## src/rtl/extint_pkg.sv

```systemverilog
package extint_pkg;
    localparam int PRIO_W = 3;
    localparam int CFG_W  = PRIO_W + 2;

    // register layout: [4] level mode, [3] block, [2:0] priority
    typedef struct packed {
        logic              lvl;
        logic              msk;
        logic [PRIO_W-1:0] prio;
    } src_cfg_t;

    localparam src_cfg_t CFG_RESET = '{lvl: 1'b0, msk: 1'b1, prio: '1};
endpackage

```

## src/rtl/extint_sync.sv

```systemverilog
module extint_sync #(
    parameter int N = 5
) (
    input  logic         clk,
    input  logic         rst_n,
    input  logic [N-1:0] pin,
    output logic [N-1:0] lvl_o,
    output logic [N-1:0] rise_o
);
    typedef struct packed {
        logic [N-1:0] s1;
        logic [N-1:0] s2;
        logic [N-1:0] s3;
    } st_t;

    st_t st_d, st_q;

    always_comb begin
        st_d    = st_q;
        st_d.s1 = pin;
        st_d.s2 = st_q.s1;
        st_d.s3 = st_q.s2;
    end

    always_ff @(posedge clk or negedge rst_n) begin
        if (!rst_n) st_q <= '0;
        else        st_q <= st_d;
    end

    assign lvl_o  = st_q.s2;
    assign rise_o = st_q.s2 & ~st_q.s3;
endmodule

```

## src/rtl/extint_cfg.sv

```systemverilog
module extint_cfg
    import extint_pkg::*;
#(
    parameter int N      = 5,
    parameter int ADDR_W = 3,
    parameter int DATA_W = 16
) (
    input  logic                  clk,
    input  logic                  rst_n,
    input  logic                  we,
    input  logic [ADDR_W-1:0]     addr,
    input  logic [DATA_W-1:0]     wdata,
    output logic [DATA_W-1:0]     rdata,
    output src_cfg_t [N-1:0]      cfg_o
);
    typedef struct packed {
        src_cfg_t [N-1:0] regs;
    } st_t;

    st_t st_d, st_q;

    always_comb begin
        st_d = st_q;
        for (int i = 0; i < N; i++) begin
            if (we && addr == ADDR_W'(i))
                st_d.regs[i] = src_cfg_t'(wdata[CFG_W-1:0]);
        end
    end

    always_ff @(posedge clk or negedge rst_n) begin
        if (!rst_n) st_q <= '{regs: {N{CFG_RESET}}};
        else        st_q <= st_d;
    end

    always_comb begin
        rdata = '0;
        for (int i = 0; i < N; i++) begin
            if (addr == ADDR_W'(i))
                rdata[CFG_W-1:0] = st_q.regs[i];
        end
    end

    assign cfg_o = st_q.regs;
endmodule

```

## src/rtl/extint_pend.sv

```systemverilog
module extint_pend #(
    parameter int N = 5
) (
    input  logic         clk,
    input  logic         rst_n,
    input  logic [N-1:0] rise,
    input  logic [N-1:0] lvl_mode,
    input  logic [N-1:0] clr,
    output logic [N-1:0] pend_o
);
    typedef struct packed {
        logic [N-1:0] pend;
    } st_t;

    st_t st_d, st_q;

    always_comb begin
        st_d      = st_q;
        // a fresh edge wins over a clear in the same cycle
        st_d.pend = ((st_q.pend & ~clr) | rise) & ~lvl_mode;
    end

    always_ff @(posedge clk or negedge rst_n) begin
        if (!rst_n) st_q <= '0;
        else        st_q <= st_d;
    end

    assign pend_o = st_q.pend;
endmodule

```

## src/rtl/extint_arb.sv

```systemverilog
module extint_arb
    import extint_pkg::*;
#(
    parameter int         N         = 5,
    parameter logic [7:0] BASE_TYPE = 8'h0C
) (
    input  logic [N-1:0]             active,
    input  logic [N-1:0][PRIO_W-1:0] prio,
    output logic                     req,
    output logic [7:0]               typ,
    output logic [N-1:0]             win
);
    localparam int IDX_W = (N > 1) ? $clog2(N) : 1;

    logic              found;
    logic [PRIO_W-1:0] best;
    logic [IDX_W-1:0]  idx;

    always_comb begin
        found = 1'b0;
        best  = '1;
        idx   = '0;
        // strict compare keeps the lower index on equal priority
        for (int i = 0; i < N; i++) begin
            if (active[i] && (!found || prio[i] < best)) begin
                found = 1'b1;
                best  = prio[i];
                idx   = IDX_W'(i);
            end
        end
        req = found;
        win = found ? (N'(1) << idx) : '0;
        typ = found ? (BASE_TYPE + 8'(idx)) : 8'h00;
    end
endmodule

```

## src/rtl/extint_ctrl.sv

```systemverilog
module extint_ctrl
    import extint_pkg::*;
#(
    parameter int         NUM_SRC   = 5,
    parameter int         ADDR_W    = 3,
    parameter int         DATA_W    = 16,
    parameter logic [7:0] BASE_TYPE = 8'h0C
) (
    input  logic               clk,
    input  logic               rst_n,
    input  logic [NUM_SRC-1:0] int_pin,
    input  logic               reg_we,
    input  logic [ADDR_W-1:0]  reg_addr,
    input  logic [DATA_W-1:0]  reg_wdata,
    output logic [DATA_W-1:0]  reg_rdata,
    input  logic               int_ack,
    output logic               int_req,
    output logic [7:0]         int_type
);
    src_cfg_t [NUM_SRC-1:0]             cfg;
    logic [NUM_SRC-1:0]                 sync_lvl, sync_rise;
    logic [NUM_SRC-1:0]                 lvl_vec, mask_vec, pend_vec;
    logic [NUM_SRC-1:0]                 active, win, clr;
    logic [NUM_SRC-1:0][PRIO_W-1:0]     prio_vec;

    extint_sync #(.N(NUM_SRC)) u_sync (
        .clk(clk), .rst_n(rst_n), .pin(int_pin),
        .lvl_o(sync_lvl), .rise_o(sync_rise)
    );

    extint_cfg #(.N(NUM_SRC), .ADDR_W(ADDR_W), .DATA_W(DATA_W)) u_cfg (
        .clk(clk), .rst_n(rst_n), .we(reg_we), .addr(reg_addr),
        .wdata(reg_wdata), .rdata(reg_rdata), .cfg_o(cfg)
    );

    for (genvar g = 0; g < NUM_SRC; g++) begin : g_src
        assign lvl_vec[g]  = cfg[g].lvl;
        assign mask_vec[g] = cfg[g].msk;
        assign prio_vec[g] = cfg[g].prio;
        assign active[g]   = !cfg[g].msk &&
                             (cfg[g].lvl ? sync_lvl[g] : pend_vec[g]);
    end

    assign clr = int_ack ? win : '0;

    extint_pend #(.N(NUM_SRC)) u_pend (
        .clk(clk), .rst_n(rst_n), .rise(sync_rise),
        .lvl_mode(lvl_vec), .clr(clr), .pend_o(pend_vec)
    );

    extint_arb #(.N(NUM_SRC), .BASE_TYPE(BASE_TYPE)) u_arb (
        .active(active), .prio(prio_vec),
        .req(int_req), .typ(int_type), .win(win)
    );
endmodule

```

## config.mk

```make
export PLATFORM = sky130hd
export DESIGN_NAME = extint_ctrl
export DESIGN_NICKNAME = d
export VERILOG_FILES = /design/src/rtl/extint_pkg.sv /design/src/rtl/extint_sync.sv /design/src/rtl/extint_cfg.sv /design/src/rtl/extint_pend.sv /design/src/rtl/extint_arb.sv /design/src/rtl/extint_ctrl.sv
export SDC_FILE = /design/constraint.sdc
export NUM_CORES = 1
export LEC_CHECK = 0
export ABC_AREA = 1
export CAP_MARGIN = 10
export CORE_MARGIN = 4
export CORE_UTILIZATION = 45
export DETAILED_ROUTE_END_ITERATION = 7
export GPL_ROUTABILITY_DRIVEN = 0
export PLACE_DENSITY = 0.71
export SYNTH_ARGS = -nofsm -noshare
export SYNTH_HDL_FRONTEND = slang
export SYNTH_HIERARCHICAL = 1
export SYNTH_SLANG_ARGS = --single-unit
```

## constraint.sdc

```tcl
create_clock -name clk -period 7.3 [get_ports clk]
set_input_delay 1.46 -clock clk [delete_from_list [all_inputs] [get_ports clk]]
set_output_delay 1.46 -clock clk [all_outputs]
set_load 0.02 [all_outputs]
```

==> results.toml, run 1 <==
[logic_synthesis]
yosysWarnings = 6
yosys.cell_types.count = 28
synth-seq-area-share_pct = 43.1
syn_avg_cell_area_um2 = 7.54
synthCells = 354
netlist_area_um2 = 2670
synth_seq_cells = 45

[grt]
antenna_found_initial = 0
gr-usage-all-layers_pct = 16.1
grt_first_pass_wirelength_um = 9410
grt_overflow_total = 0
grt_pass1_vias = 2098
grt_max_degree = 46

[timing]
clock_skew_ns = 0.00989
min_period_ns = 6.28
finalSetupTns_ns = 0
slew_violations = 0
fmax_mhz = 159
rsz0062_at_grt = "no"
slew_headroom_pct = 36.3
worst-slew-pin-transition_ns = 0.956
finalSetupViolCount = 0
finalCritPeriodShare_pct = 86.1
fin_ws_ns = 1.02
hold_viol = 0

[power_and_ir_drop]
switchingPower_w = 0.000385
max-vdd-ir-drop_v = 0.000174
p_leak_nw = 1.52
p_per_area_nw_per_um2 = 309
sw_frac_of_total_pct = 41.6
p_int_w = 0.000540
clkPwrFrac_pct = 17.8
comb_power_share_pct = 45.0
p_seq_share_pct = 37.1

[layout]
n_fill_cell = 556
n_antenna_cell = 0
multi_input_area_um2 = 1130
design_area_um2 = 2990
area_growth_pct = 12.1
drive_gt1_share_pct = 16.2
finalNetCount = 409
regArea_um2 = 1150

[clocking]
clock_path_buffers = 2
cts_resized = 0
numCtsBuffers = 5
clkLatencyLatePin_ns = 0.31
clkSinkCount = 45
htreeDepth = 2
cts_tree = "built"
path_clk_slew_ns = 0.10
hold_buffers = 0
cts_setup_buffers = 0
clockRootBuffer = "clkbuf_8"

[critical_path]
critPathKind = "flip-flop to output pin"
cp_slowest_cell = "clkdlybuf4s50_1"
arrival_ns = 4.82
endpoint_kind = "output pin"
cpMostUsedCell = "nand2_1"
startpoint_type = "flip-flop"
crit_fanout = 8
critical-path-max-stage-delay_ns = 0.60
cp.required_ns = 5.84

[route]
drt_iter0_markers = 98
firstDrtPassIters = 6
drc = 0
vias = 2154
antenna_left = 0
via_per_inst = 4.80
finalWirelength_um = 5450
wl_per_cell_um = 12.1

[place]
numPortBuffers = 27
post-place-ws_ns = 1.37
dpl-instance-area_um2 = 2900
place_hpwl_um = 4030

[job]
cap_violations = 0

[min_path]
worstHoldPathType = "flip-flop to flip-flop"

[floorplan]
die-area_um2 = 7230
core_region_area_um2 = 5640
die_y_um = 85.0
ios = 53
start_util_pct = 47.3
num_rows = 27
dieWidth_um = 85.0

[status]
status = "finished clean"
[state kept, by name (all words and copies together) (netlist names)]
| register | cells |
|---|---|
| u_cfg/cfg_o | 25 |
| u_pend/pend_o | 5 |
| u_sync/lvl_o | 5 |
| u_sync/st_d | 5 |
| u_sync/st_q | 5 |
[layout by cell type, fill, tap and decap left out]
cell / n
nand2_1: 87
inv_1: 65
nor2_1: 26
clkdlybuf4s50_1: 26
o21ai_0: 25
dfrtp_1: 25
nand3_1: 21
dfstp_2: 20
conb_1: 14
nor2_2: 10
nand4_1: 10
clkbuf_8: 5
ha_1: 5
o21ai_1: 5
a21oi_2: 5
inv_2: 4
nand2_2: 4
a21oi_1: 3
nand2_4: 3
nand3_2: 2
nor3_1: 2
nor3_4: 2
clkinvlp_4: 1
inv_6: 1
clkinv_4: 1
buf_2: 1
o22ai_1: 1
clkinv_1: 1
or2_2: 1
o21bai_4: 1
[through the flow]
step | total power [W] | hold WS, ns | std cells | util (%)
after floorplan | 0.000657 | 0.331 | 366 | -
after global placement | 0.000753 | 0.334 | 441 | 51.4
after detailed placement | 0.000766 | 0.335 | 441 | 51.4
after CTS | 0.000936 | 0.358 | 449 | 53.1
after global routing | 0.00101 | 0.365 | 449 | 53.1
final | 0.000925 | 0.356 | 449 | 53.1
[critical path: cells and delay by family, from the launching register on]
family	cells	cell delay, ns
buf+inv	4	0.77
fa+ha+maj	3	0.88
compound gates	5	0.88
flops	1	0.55
simple gates	18	1.43
[Yosys cell counts]
cell type	count	area, um^2
nor2_1	26	97.6
nand2_4	3	33.8
nand3_2	2	20.0
nand2_1	87	327
buf_2	1	5.00
o21ai_0	25	125
o21bai_4	1	18.8
nor3_1	2	10.0
conb_1	2	7.51
dfstp_2	20	526
clkinv_1	1	3.75
inv_1	65	244
nand4_1	10	62.6
ha_1	5	62.6
a21oi_1	3	15.0
nand2_2	4	25.0
o21ai_1	5	25.0
nand3_1	21	105
buf_4	21	158
nor2_2	10	62.6
inv_2	4	15.0
a21oi_2	5	43.8
nor3_4	2	32.5
clkbuf_1	1	3.75
or2_2	1	6.26
o22ai_1	1	6.26
buf_1	1	3.75
dfrtp_1	25	626
[routing by layer]
metal	part of all wire (%)	vias up	GRT usage, %
met2	46	66	25.1
met5	0	-	0
met4	1.8	0	6.76
met1	45	977	21.8
li1	-	1102	-
met3	7.2	9	3.01
[final timing paths]
kind / startpoint / endpoint / slack (ns) / depth (start not counted)
max in group asynchronous: rst_n / u_sync/lvl_o[4] / 5.41 / 1
setup reg to reg: u_cfg/cfg_o[3] / u_pend/pend_o[0] / 2.93 / 33
hold reg to reg: u_sync/st_d[7] / u_sync/lvl_o[2] / 0.36 / 0
hold / removal: u_sync/st_d[7] / u_sync/lvl_o[2] / 0.36 / 0
setup / recovery: u_cfg/cfg_o[3] / int_type[4] / 1.02 / 30
min in group asynchronous: rst_n / u_sync/lvl_o[1] / 1.30 / 1
[cells by family after synthesis]
kind of cell             count (synthesis)  synth area share (%)
AND/OR/NAND/NOR                        168                  29.3
buffers and inverters                   94                  16.2
flip-flops                              45                  43.1
AO/OA/AOI/OAI                           40                  8.76
adder cells (fa/ha/maj)                  5                  2.34
other                                    2                 0.281
[cell type report]
cell class / count / area share (%)
Clock inverter: 3 / 0.836
Clock buffer: 5 / 2.30
Multi-Input combinational cell: 227 / 37.8
Inverter: 70 / 8.78
Sequential cell: 45 / 38.4
Timing Repair Buffer: 27 / 8.86
Tap cell: 72 / 3.01
[power groups by stage]
stage          sequential (W)  combinational (W)  clock (W)
6_report             0.000343           0.000416   0.000165
5_1_grt              0.000351           0.000482   0.000180
3_5_place_dp         0.000348           0.000418          0
3_3_place_gp         0.000347           0.000407          0
4_1_cts              0.000344           0.000420   0.000172
2_1_floorplan        0.000334           0.000323          0
No activity file was read; power rests on OpenSTA's default activity.
==> run 2, diff against run 1 <==
CAP_MARGIN = 20   (was 10)
CORE_MARGIN = 8   (was 4)
CTS_CLUSTER_DIAMETER = 200   (was not set)
==> results.toml, run 2 (same netlist as run 1, synthesis figures left out) <==
[status]
status = "finished clean"

[timing]
fmax_mhz = 160
rsz0062_at_grt = "no"
finalSetupTns_ns = 0
hold_viol = 0
clock_skew_ns = 0.00575
finalSetupViolCount = 0
slew_violations = 0
finalCritPeriodShare_pct = 85.6
holdWs_ns = 0.353
min_period_ns = 6.25

[power_and_ir_drop]
clkPwrFrac_pct = 18.8
p_int_w = 0.000561
p_leak_nw = 1.54
max-vdd-ir-drop_v = 0.000165
p_per_area_nw_per_um2 = 310
switchingPower_w = 0.000379
p_seq_share_pct = 36.7
sw_frac_of_total_pct = 40.3
comb_power_share_pct = 44.4

[critical_path]
crit_fanout = 8
endpoint_kind = "output pin"
arrival_ns = 4.79
startpoint_type = "flip-flop"
cp_slowest_cell = "clkdlybuf4s50_1"
cpMostUsedCell = "nand2_1"
critical-path-max-stage-delay_ns = 0.60
critPathKind = "flip-flop to output pin"
cp.required_ns = 5.84
crit_buf_inv = 4
path_delay_family = "simple AND/OR/NAND/NOR gates"

[route]
wl_per_cell_um = 12.0
vias = 2095
antenna_left = 0
via_per_inst = 4.62
drt_iter0_markers = 86
firstDrtPassIters = 4
finalWirelength_um = 5430
drc = 0

[clocking]
clockRootBuffer = "clkbuf_8"
htreeDepth = 2
path_clk_slew_ns = 0.09
cts_resized = 0
clkSinkCount = 45
hold_buffers = 0
numCtsBuffers = 5
clock_path_buffers = 2
cts_setup_buffers = 0
cts_tree = "built"
clkLatencyLatePin_ns = 0.30

[layout]
final_cell_mix = "nand2_1 (87), inv_1 (65), nor2_1 (26), clkdlybuf4s50_1 (26)"
n_fill_cell = 596
n_antenna_cell = 0
largest_reg_flops = 25
multi_input_area_um2 = 1130
finalNetCount = 410
drive_gt1_share_pct = 16.4
final_common_cell = "nand2_1"
area_growth_pct = 13.6
regArea_um2 = 1150

[floorplan]
die-area_um2 = 8650
ios = 53
num_rows = 28
start_util_pct = 45.9
dieWidth_um = 93.0
core_region_area_um2 = 5820
die_y_um = 93.0

[grt]
grt_max_degree = 46
gr-usage-all-layers_pct = 13.3
grt_pass1_vias = 2014
antenna_found_initial = 0
grt_first_pass_wirelength_um = 9320
grt_overflow_total = 0

[place]
place_hpwl_um = 4200
numPortBuffers = 27

[job]
cap_violations = 0

[min_path]
worstHoldPathType = "flip-flop to flip-flop"
==> run 2: changes by cell type in the layout (fill, tap and decap cells not counted), sizes merged <==
cell    change
buf         +1
clkbuf      +1
inv         -1
==> run 2: power groups by stage <==
stage	logic [W]	clock network (W)	registers, W
after global routing	0.000478	0.000196	0.000350
after detailed placement	0.000418	0	0.000349
after global placement	0.000410	0	0.000347
after floorplan	0.000323	0	0.000334
final	0.000418	0.000177	0.000345
after CTS	0.000421	0.000186	0.000344
==> run 2: through the flow <==
stage	power (W)	setup slack [ns]	area, um^2	util [%]	std cells
5_1_grt	0.00102	0.602	3030	52.2	453
4_1_cts	0.000951	1.02	3010	51.8	452
2_1_floorplan	0.000657	2.16	2720	-	366
3_3_place_gp	0.000757	1.49	2900	49.9	444
3_5_place_dp	0.000767	1.40	2900	49.9	444
6_report	0.000940	1.05	3030	52.2	453
==> run 2: area by class of cell <==
| type | count | share of cell area (%) |
|---|---|---|
| multi-input combinational | 227 | 37.3 |
| clock buffer | 6 | 3.09 |
| clock inverter | 2 | 0.536 |
| inverter | 70 | 8.66 |
| timing repair buffer | 28 | 9.40 |
| sequential | 45 | 37.9 |
| tap | 75 | 3.09 |
==> run 2: final timing paths <==
path	startpoint	endpoint	slack [ns]	depth (start not counted)
min in group asynchronous	rst_n	u_sync/st_d[5]	1.07	1
max in group asynchronous	rst_n	u_cfg/cfg_o[16]	5.66	2
min reg2reg	u_sync/st_d[7]	u_sync/lvl_o[2]	0.35	0
max	u_cfg/cfg_o[3]	int_type[4]	1.05	29
max reg2reg	u_cfg/cfg_o[3]	u_pend/pend_o[0]	2.95	32
min	u_sync/st_d[7]	u_sync/lvl_o[2]	0.35	0
==> run 2: routing by layer <==
metal  GRT usage [%]  vias up  part of all wire (%)
met4            6.17        0                   1.9
met3            3.45        9                   7.0
li1                -     1094                     -
met2            20.4       57                    45
met5               0        -                     0
met1            17.2      935                    47
